--- config.mk ---
export PLATFORM = sky130hd
export DESIGN_NAME = fpx_outcome_unit
export DESIGN_NICKNAME = d
export VERILOG_FILES = /design/src/rtl/fpx_pkg.sv /design/src/rtl/fpx_trap_arbiter.sv /design/src/rtl/fpx_default_gen.sv /design/src/rtl/fpx_status_next.sv /design/src/rtl/fpx_outcome_unit.sv
export SDC_FILE = /design/constraint.sdc
export NUM_CORES = 1
export LEC_CHECK = 0
export CAP_MARGIN = 5
export CORE_MARGIN = 2
export CORE_UTILIZATION = 40
export DETAILED_ROUTE_END_ITERATION = 12
export DONT_BUFFER_PORTS = 1
export HOLD_SLACK_MARGIN = 0.1
export PLACE_DENSITY_LB_ADDON = 0.15
export SLEW_MARGIN = 20
export SYNTH_ARGS = -nofsm -noshare
export SYNTH_HDL_FRONTEND = slang
export SYNTH_SLANG_ARGS = --single-unit
export TNS_END_PERCENT = 10
--- constraint.sdc ---
create_clock -name clk -period 2.6 [get_ports clk]
set_clock_uncertainty 0.2 [all_clocks]
set_input_delay 0.52 -clock clk [delete_from_list [all_inputs] [get_ports clk]]
set_output_delay 0.52 -clock clk [all_outputs]
set_load 0.02 [all_outputs]
--- src/rtl/fpx_pkg.sv ---
package fpx_pkg;
  localparam int SR_W      = 32;
  localparam int NCOND     = 5;             // bit0 inexact .. bit4 invalid
  localparam int NCAUSE    = NCOND + 1;     // plus error at the top
  localparam int RM_LSB    = 0;
  localparam int RM_W      = 2;
  localparam int FLG_LSB   = RM_LSB + RM_W;
  localparam int ENA_LSB   = FLG_LSB + NCOND;
  localparam int CAU_LSB   = ENA_LSB + NCOND;
  localparam int FLUSH_BIT = CAU_LSB + NCAUSE;
  localparam int USED_W    = FLUSH_BIT + 1;
  localparam logic [SR_W-1:0] SR_WMASK = SR_W'((64'd1 << USED_W) - 64'd1);
  localparam int C_INX = 0;
  localparam int C_UNF = 1;
  localparam int C_OVF = 2;
  localparam int C_DVZ = 3;
  localparam int C_INV = 4;
  localparam int C_ERR = 5;

  typedef enum logic [RM_W-1:0] {
    RM_NEAREST = 2'b00,
    RM_TOZERO  = 2'b01
  } rmode_e;
endpackage

--- src/rtl/fpx_trap_arbiter.sv ---
module fpx_trap_arbiter #(
  parameter int NREQ = 6
) (
  input  logic [NREQ-1:0] req,
  output logic [NREQ-1:0] grant,
  output logic            any
);
  logic [NREQ-1:0] higher;

  assign higher[NREQ-1] = 1'b0;
  genvar gi;
  generate
    for (gi = NREQ - 2; gi >= 0; gi--) begin : g_chain
      assign higher[gi] = higher[gi+1] | req[gi+1];
    end
    for (gi = 0; gi < NREQ; gi++) begin : g_grant
      assign grant[gi] = req[gi] & ~higher[gi];
    end
  endgenerate

  assign any = |req;
endmodule

--- src/rtl/fpx_default_gen.sv ---
module fpx_default_gen
  import fpx_pkg::*;
#(
  parameter int W     = 32,
  parameter int EXP_W = 8
) (
  input  logic [NCOND-1:0] cond,
  input  logic             sign,
  input  logic [W-1:0]     rnd,
  input  logic [RM_W-1:0]  rmode,
  input  logic             flush,
  output logic [W-1:0]     result
);
  localparam int FRAC_W = W - 1 - EXP_W;

  function automatic logic [W-1:0] f_qnan();
    return {1'b0, {EXP_W{1'b1}}, 1'b0, {(FRAC_W-1){1'b1}}};
  endfunction

  function automatic logic [W-1:0] f_inf(input logic s);
    return {s, {EXP_W{1'b1}}, {FRAC_W{1'b0}}};
  endfunction

  function automatic logic [W-1:0] f_maxfin(input logic s);
    return {s, {(EXP_W-1){1'b1}}, 1'b0, {FRAC_W{1'b1}}};
  endfunction

  function automatic logic [W-1:0] f_zero(input logic s);
    return {s, {(W-1){1'b0}}};
  endfunction

  always_comb begin
    if (cond[C_INV])
      result = f_qnan();
    else if (cond[C_DVZ])
      result = f_inf(sign);
    else if (cond[C_OVF])
      result = (rmode == RM_TOZERO) ? f_maxfin(sign) : f_inf(sign);
    else if (cond[C_UNF])
      result = flush ? f_zero(sign) : {sign, rnd[W-2:0]};
    else
      result = rnd;
  end
endmodule

--- src/rtl/fpx_status_next.sv ---
module fpx_status_next
  import fpx_pkg::*;
(
  input  logic [SR_W-1:0]   sr_q,
  input  logic              op_valid,
  input  logic              trap_any,
  input  logic [NCAUSE-1:0] grant,
  input  logic [NCOND-1:0]  cond,
  input  logic              wr_en,
  input  logic [SR_W-1:0]   wr_data,
  output logic [SR_W-1:0]   sr_d
);
  always_comb begin
    sr_d = sr_q;
    if (wr_en) begin
      sr_d = wr_data & SR_WMASK;
    end else if (op_valid) begin
      if (trap_any) begin
        sr_d[CAU_LSB +: NCAUSE] = grant;
      end else begin
        sr_d[CAU_LSB +: NCAUSE] = {1'b0, cond};
        sr_d[FLG_LSB +: NCOND]  = sr_q[FLG_LSB +: NCOND] | cond;
      end
    end
  end
endmodule

--- src/rtl/fpx_outcome_unit.sv ---
module fpx_outcome_unit
  import fpx_pkg::*;
#(
  parameter int W     = 32,
  parameter int EXP_W = 8
) (
  input  logic            clk,
  input  logic            rst_n,
  input  logic            op_valid,
  input  logic            op_xform,
  input  logic            ev_invalid,
  input  logic            ev_divz,
  input  logic            ev_ovf,
  input  logic            ev_unf,
  input  logic            ev_inex,
  input  logic            ev_denorm,
  input  logic            unr_sign,
  input  logic [W-1:0]    rnd_result,
  input  logic            sr_wr_en,
  input  logic [SR_W-1:0] sr_wr_data,
  output logic            trap_req,
  output logic            dst_we,
  output logic [W-1:0]    dst_data,
  output logic [SR_W-1:0] status_q
);
  logic [NCOND-1:0]  cond;
  logic [NCOND-1:0]  ena;
  logic              err_cond;
  logic [NCAUSE-1:0] trap_src;
  logic [NCAUSE-1:0] grant;
  logic              trap_any;
  logic [W-1:0]      dflt;
  logic [SR_W-1:0]   sr_d;
  logic              fire_trap;
  logic              fire_write;

  assign cond     = {ev_invalid, ev_divz, ev_ovf, ev_unf, ev_inex};
  assign ena      = status_q[ENA_LSB +: NCOND];
  assign err_cond = ev_denorm & ~status_q[FLUSH_BIT];
  assign trap_src = {err_cond,
                     ena[C_INV] & (cond[C_INV] | op_xform),
                     ena[C_DVZ:C_INX] & cond[C_DVZ:C_INX]};

  fpx_trap_arbiter #(.NREQ(NCAUSE)) arb_i (
    .req   (trap_src),
    .grant (grant),
    .any   (trap_any)
  );

  fpx_default_gen #(.W(W), .EXP_W(EXP_W)) dflt_i (
    .cond   (cond),
    .sign   (unr_sign),
    .rnd    (rnd_result),
    .rmode  (status_q[RM_LSB +: RM_W]),
    .flush  (status_q[FLUSH_BIT]),
    .result (dflt)
  );

  fpx_status_next stat_i (
    .sr_q     (status_q),
    .op_valid (op_valid),
    .trap_any (trap_any),
    .grant    (grant),
    .cond     (cond),
    .wr_en    (sr_wr_en),
    .wr_data  (sr_wr_data),
    .sr_d     (sr_d)
  );

  assign fire_trap  = op_valid & trap_any;
  assign fire_write = op_valid & ~trap_any;

  always_ff @(posedge clk or negedge rst_n) begin
    if (!rst_n) begin
      trap_req <= 1'b0;
      dst_we   <= 1'b0;
      dst_data <= '0;
      status_q <= '0;
    end else begin
      trap_req <= fire_trap;
      dst_we   <= fire_write;
      if (fire_write) dst_data <= dflt;
      status_q <= sr_d;
    end
  end
endmodule

[Word level (Yosys, flattened, before mapping)]
Cells that the tools add are included.
W data, S select, Z words.
Storage, ports and cells
  register bits after elaboration: 53
  bits of input ports: 76
  output and inout bits: 66
  logic and storage cells: 46
Operators by class
  equality and inequality tests: 2
  multiplexer cells: 12
  bitwise operators: 23
  reduce and logical (&&, ||, !) cells: 3
Operators by type and width (number)
  $mux W32: 4
  $mux W31: 1
  $mux W24: 1
  $mux W6: 3
  $mux W5: 3
  $and A1 B1 Y1: 9
  $not A1 Y1: 7
  $reduce_or A6 Y1: 1
  $or A1 B1 Y1: 5
  $or A5 B5 Y5: 1
  $and A4 B4 Y4: 1
  $eq A2 B1 Y1 const B: 1
  $ne A2 B2 Y1 const B: 1
  $reduce_and A2 Y1: 1
  $reduce_bool A2 Y1: 1

[Longest topological paths before layout]
  depth after elaboration: 11
  depth in mapped cells: 8
  depth with buffers taken out: 4

[By module]
A second synthesis with hierarchy kept.
Second synthesis, totals
  cells, all modules: 258
  area total of the unflattened synthesis: 3181.8 µm²
By module, submodules not included
  fpx_outcome_unit: instances 1, cells an instance 110, area each 2252.2 µm², sequential area each 1651.6 µm²
  fpx_status_next: instances 1, cells an instance 69, area each 520.5 µm², sequential area each 0.0 µm²
  fpx_default_gen: instances 1, cells an instance 70, area each 344.1 µm², sequential area each 0.0 µm²
  fpx_trap_arbiter: instances 1, cells an instance 9, area each 65.1 µm², sequential area each 0.0 µm²

[Worst setup path before layout]
No wires, ideal clock.
  path type: input to register
  start: input ev_unf
  end: register dst_data[22]
  library setup time: 0.125 ns
  data arrival time: 1.695 ns
  data required time: 2.275 ns
  setup slack: 0.580 ns
  stages on the path: 7
  buffers on the path: 3
  cells stage by stage: buf_4 -> a22oi_2 -> and4b_1 -> buf_6 -> and2_4 -> buf_6 -> mux2_4
On the way
  cells in the longest elaborated chain, start to end: 4
  elaborated cells on any way between the ends: 8
  those cells by class: 4 x mux; 3 x bitwise; 1 x reduce/logical
RTL lines
  from (decl): line fpx_outcome_unit.sv:14  | input logic ev_unf,
  $and A4 B4 Y4 or $mux W32 (tied branches): line fpx_outcome_unit.sv:42, fpx_default_gen.sv:39
  $reduce_or A6 Y1 or $mux W32 (tied branches): line fpx_trap_arbiter.sv:21, fpx_default_gen.sv:37
  $not A1 Y1 or $mux W32 (tied branches): line fpx_outcome_unit.sv:71, fpx_default_gen.sv:35
  $and A1 B1 Y1 or $mux W32 (tied branches): line fpx_outcome_unit.sv:71, fpx_default_gen.sv:33
  to (signal assigned): line fpx_outcome_unit.sv:82  | if (fire_write) dst_data <= dflt;
  to (decl): line fpx_outcome_unit.sv:23  | output logic [W-1:0] dst_data,
Several ways; a longest one is shown, not always the timed one.
A chain may end at the register's enable or synchronous reset.

[Worst setup path after layout]
  start: register status_q[8]
  end: register dst_data[23]
On the way
  cells in the longest elaborated chain, start to end: 4
RTL lines
  from (decl): line fpx_outcome_unit.sv:24  | output logic [SR_W-1:0] status_q
  from (signal assigned): line fpx_outcome_unit.sv:83  | status_q <= sr_d;
  $and A4 B4 Y4: line fpx_outcome_unit.sv:42  | ena[C_DVZ:C_INX] & cond[C_DVZ:C_INX]};
  $reduce_or A6 Y1: line fpx_trap_arbiter.sv:21  | assign any = |req;
  $not A1 Y1: line fpx_outcome_unit.sv:71  | assign fire_write = op_valid & ~trap_any;
  $and A1 B1 Y1: line fpx_outcome_unit.sv:71
No other way between the ends.

==> tab_implementation.tex <==
\begin{tabular}{lr}
\hline
Metric & Value \\
\hline
\multicolumn{2}{l}{\textbf{Setup path}} \\
Critical path data required time & $\sim$2.6 ns \\
Cell depth of the worst flop-to-flop path & 5 \\
WP buf/inv & 1 \\
Cell with the biggest individual delay on the critical path & sky130\_fd\_sc\_hd\_\_dfrtp\_1 \\
Maximum net fanout on the critical path & 20 \\
Sequence of cells on the critical path & a22oi\_2 > and4b\_1 > and2\_4 > buf\_4 > a31oi\_1 \\
Critical Path Sink Type & flip-flop \\
Signal arrival time at the worst endpoint & between 2 and 2.5 ns \\
CP delay by family, top & simple AND/OR/NAND/NOR gates \\
Max incr delay on CP & 0.50 ns \\
Stages on the worst setup path & 5 \\
Class of the most critical setup path & flip-flop to flip-flop \\
Startpoint kind of the worst setup timing path & flip-flop \\
\multicolumn{2}{l}{\textbf{Clocking}} \\
Max Root-Sink Buffers & 2 \\
Number of setup buffers added after CTS & 0 \\
TritonCTS clock tree & yes \\
Total of hold buffers inserted after clock tree synthesis & 2 \\
Count of H-tree levels built during CTS & 2 \\
CTS resizes & 0 \\
Clock latency on the worst-skew pair & 0.30 ns \\
CTS clk-pin slew, worst paths & 0.09 ns \\
Root buf cell & sky130\_fd\_sc\_hd\_\_clkbuf\_8 \\
Total clock buffers created by CTS & 5 \\
Number of sinks on the clock net & 53 \\
\multicolumn{2}{l}{\textbf{Placed design}} \\
Half-perimeter wire length of the detailed placement result & 4150 um \\
\# port buffers & 0 \\
Routability-driven placement congestion ratio & 0.693 \\
Placed Instances & 309 \\
\multicolumn{2}{l}{\textbf{Layout}} \\
Multi-input combinational cell area & 1060 um\^{}2 \\
Final instance count without filler cells & 318 \\
Ratio of cells with drive above 1 in the final layout & 19.5\% \\
Fill cell count & 633 \\
Signed area change from the synthesized netlist to the final layout & 2.46\% \\
Net total in the final layout & 317 \\
Inserted Diodes & 0 \\
Area taken by flip-flops and latches & 1330 um\^{}2 \\
\multicolumn{2}{l}{\textbf{Synth}} \\
Share of flip-flops with an asynchronous set or reset & 100\% \\
Synthesized instance count & 251 \\
Top area cells in the synthesized netlist & sky130\_fd\_sc\_hd\_\_dfrtp\_1, sky130\_fd\_sc\_hd\_\_a21oi\_1, sky130\_fd\_sc\_hd\_\_mux2\_2, sky130\_fd\_sc\_hd\_\_buf\_4, sky130\_fd\_sc\_hd\_\_a21oi\_2 \\
Main synth FF type & sky130\_fd\_sc\_hd\_\_dfrtp\_1 \\
Commonest cells in the synthesized netlist & sky130\_fd\_sc\_hd\_\_a21oi\_1, sky130\_fd\_sc\_hd\_\_dfrtp\_1, sky130\_fd\_sc\_hd\_\_buf\_4 \\
Post-Synthesis Cell Area & 2590 um\^{}2 \\
Cell type with the largest total area after synthesis & sky130\_fd\_sc\_hd\_\_dfrtp\_1 \\
Most numerous cell in the Yosys netlist & sky130\_fd\_sc\_hd\_\_a21oi\_1 \\
Number of storage elements in the synthesis netlist & 53 \\
Count of cell types in the netlist & 34 \\
Avg Synthesized Cell Area & around 10 um\^{}2 \\
Sequential share of the synthesized area & approximately 51\% \\
Top-area cell type share of the netlist area & 51.1\% \\
EDFF count, synth & 0 \\
Yosys Warn Count & 0 \\
\multicolumn{2}{l}{\textbf{Route}} \\
DRT Pass-1 Iters & 4 \\
Number of nets with antenna violations after routing & 0 \\
Final wirelength & approximately 6200 um \\
Vias post-DR & roughly 1800 \\
Initial detailed-routing violation count & 100 \\
Vias per std cell & $\sim$5.7 \\
Drt wl/cell & between 15 and 20 um \\
DRC violation count after routing & 0 \\
\multicolumn{2}{l}{\textbf{STA}} \\
Setup TNS & 0 ns \\
Final period demand of the worst path & between 2 and 2.5 ns \\
Final number of setup-violating endpoints & 0 \\
Slew at the pin closest to its max-slew limit & 0.492 ns \\
Fmax achieved & 477 MHz \\
Final Max Tran Viols & 0 \\
RSZ-0062 raised after global routing & false \\
Final worst path period share & slightly above 80\% \\
Total count of hold-check failures in the final report & 0 \\
Worst slew slack as a fraction of its limit & between 60 and 70\% \\
\multicolumn{2}{l}{\textbf{Power}} \\
Clk network pwr share & 21.6\% \\
Leakage dissipation & 1.07 nW \\
Proportion of total power due to net switching & 37.4\% \\
Combinational Power Share & roughly 16\% \\
Internal cell power & 1.37 mW \\
P per Cell Area & 825 nW/um\^{}2 \\
Worst vdd rail ir drop & 0.000344 V \\
Portion of total power attributed to sequential cells & 62.5\% \\
Switching power & 821 uW \\
\multicolumn{2}{l}{\textbf{Status}} \\
Status & finished, final reports clean \\
\multicolumn{2}{l}{\textbf{Global route}} \\
Initial antenna violation count & 0 \\
Global-route wire length before repair & a little under 10000 um \\
Number of global-route vias before repair & 1817 \\
GRT Resource Usage Total & between 10\% and 20\% \\
Largest net degree at the start of global routing & 54 \\
GRT overflow & 0 \\
\multicolumn{2}{l}{\textbf{Hold path}} \\
Worst hold path depth & 1 \\
Hold Crit Class & input pin to flip-flop \\
\multicolumn{2}{l}{\textbf{Die}} \\
Placeable core region & 6310 um\^{}2 \\
Die Height & $\sim$85 um \\
Die area & about 7100 um\^{}2 \\
DIE WIDTH & $\sim$85 um \\
Top Ports & 142 \\
Cell Rows & 29 \\
Initial core utilization & between 40 and 50\% \\
\multicolumn{2}{l}{\textbf{Run}} \\
Max-Cap Viols & 0 \\
\hline
\end{tabular}
==> power groups by stage <==
stage          sequential (mW)  clock (mW)  combinational (mW)
2_1_floorplan             1.35           0               0.326
3_3_place_gp              1.39           0               0.320
3_5_place_dp              1.39           0               0.331
4_1_cts                   1.38       0.495               0.355
5_1_grt                   1.39       0.525               0.404
6_report                  1.37       0.473               0.351
==> metal layers <==
metal / up-vias / routed length, um / track usage [%]
li1: 845 / - / -
met1: 880 / 2720 / 24.5
met2: 72 / 2850 / 25.9
met3: 9 / 505 / 5.80
met4: 0 / 91 / 5.19
met5: - / 0 / 0
==> cells by family (layout without fill, tap and decap cells) <==
family          Yosys count  after routing  share of synthesized area [%]
simple gates             24             24                           4.97
buf+inv                  38             16                           9.84
flops                    53             53                           51.1
compound gates          118            118                           26.4
other cells               1             13                          0.145
mux                      17             17                           7.57
==> cell type report <==
type	instances	area share, %
clock buffer	7	3.25
inverter	1	0.141
multi-input combinational	172	40.0
sequential	53	49.9
tap	77	3.62
timing repair buffer	8	3.11
==> cells in the final DEF, fill, tap and decap left out, types with 4 or more instances in the layout <==
master / count
sky130_fd_sc_hd__mux2_2: 13
sky130_fd_sc_hd__a21oi_1: 83
sky130_fd_sc_hd__a22oi_1: 4
sky130_fd_sc_hd__a31o_2: 5
sky130_fd_sc_hd__dfrtp_1: 53
sky130_fd_sc_hd__o21ai_0: 8
sky130_fd_sc_hd__buf_4: 6
sky130_fd_sc_hd__nor2_1: 4
sky130_fd_sc_hd__a21oi_2: 9
sky130_fd_sc_hd__nand2_1: 9
sky130_fd_sc_hd__clkbuf_8: 6
sky130_fd_sc_hd__conb_1: 13
==> registers in the layout, summed over array words and instances (netlist names) <==
| signal | cells |
|---|---|
| dst_we | 1 |
| status_q | 19 |
| dst_data | 32 |
| trap_req | 1 |
==> per-stage QoR <==
stage / hold WS [ns] / power (mW) / worst slack, ns / utilization [%] / instance area, um^2
3_5_place_dp: 0.0261 / 1.72 / 0.533 / 40.2 / 2530
6_report: 0.122 / 2.19 / 0.502 / 42.1 / 2660
4_1_cts: 0.115 / 2.23 / 0.511 / 42.1 / 2660
2_1_floorplan: 0.0244 / 1.67 / 0.580 / - / 2640
5_1_grt: 0.114 / 2.32 / 0.395 / 42.1 / 2660
3_3_place_gp: 0.0260 / 1.71 / 0.537 / 40.2 / 2530
==> worst paths after layout <==
kind | endpoint | slack (ns) | start
min in group asynchronous | status_q[17] | 0.53 | rst_n
max | dst_data[23] | 0.50 | status_q[8]
min | status_q[17] | 0.12 | sr_wr_en
min reg2reg | status_q[13] | 0.46 | status_q[13]
max in group asynchronous | dst_data[5] | 1.43 | rst_n
max reg2reg | dst_data[23] | 0.50 | status_q[8]
No activity file was read; power rests on OpenSTA's default activity.
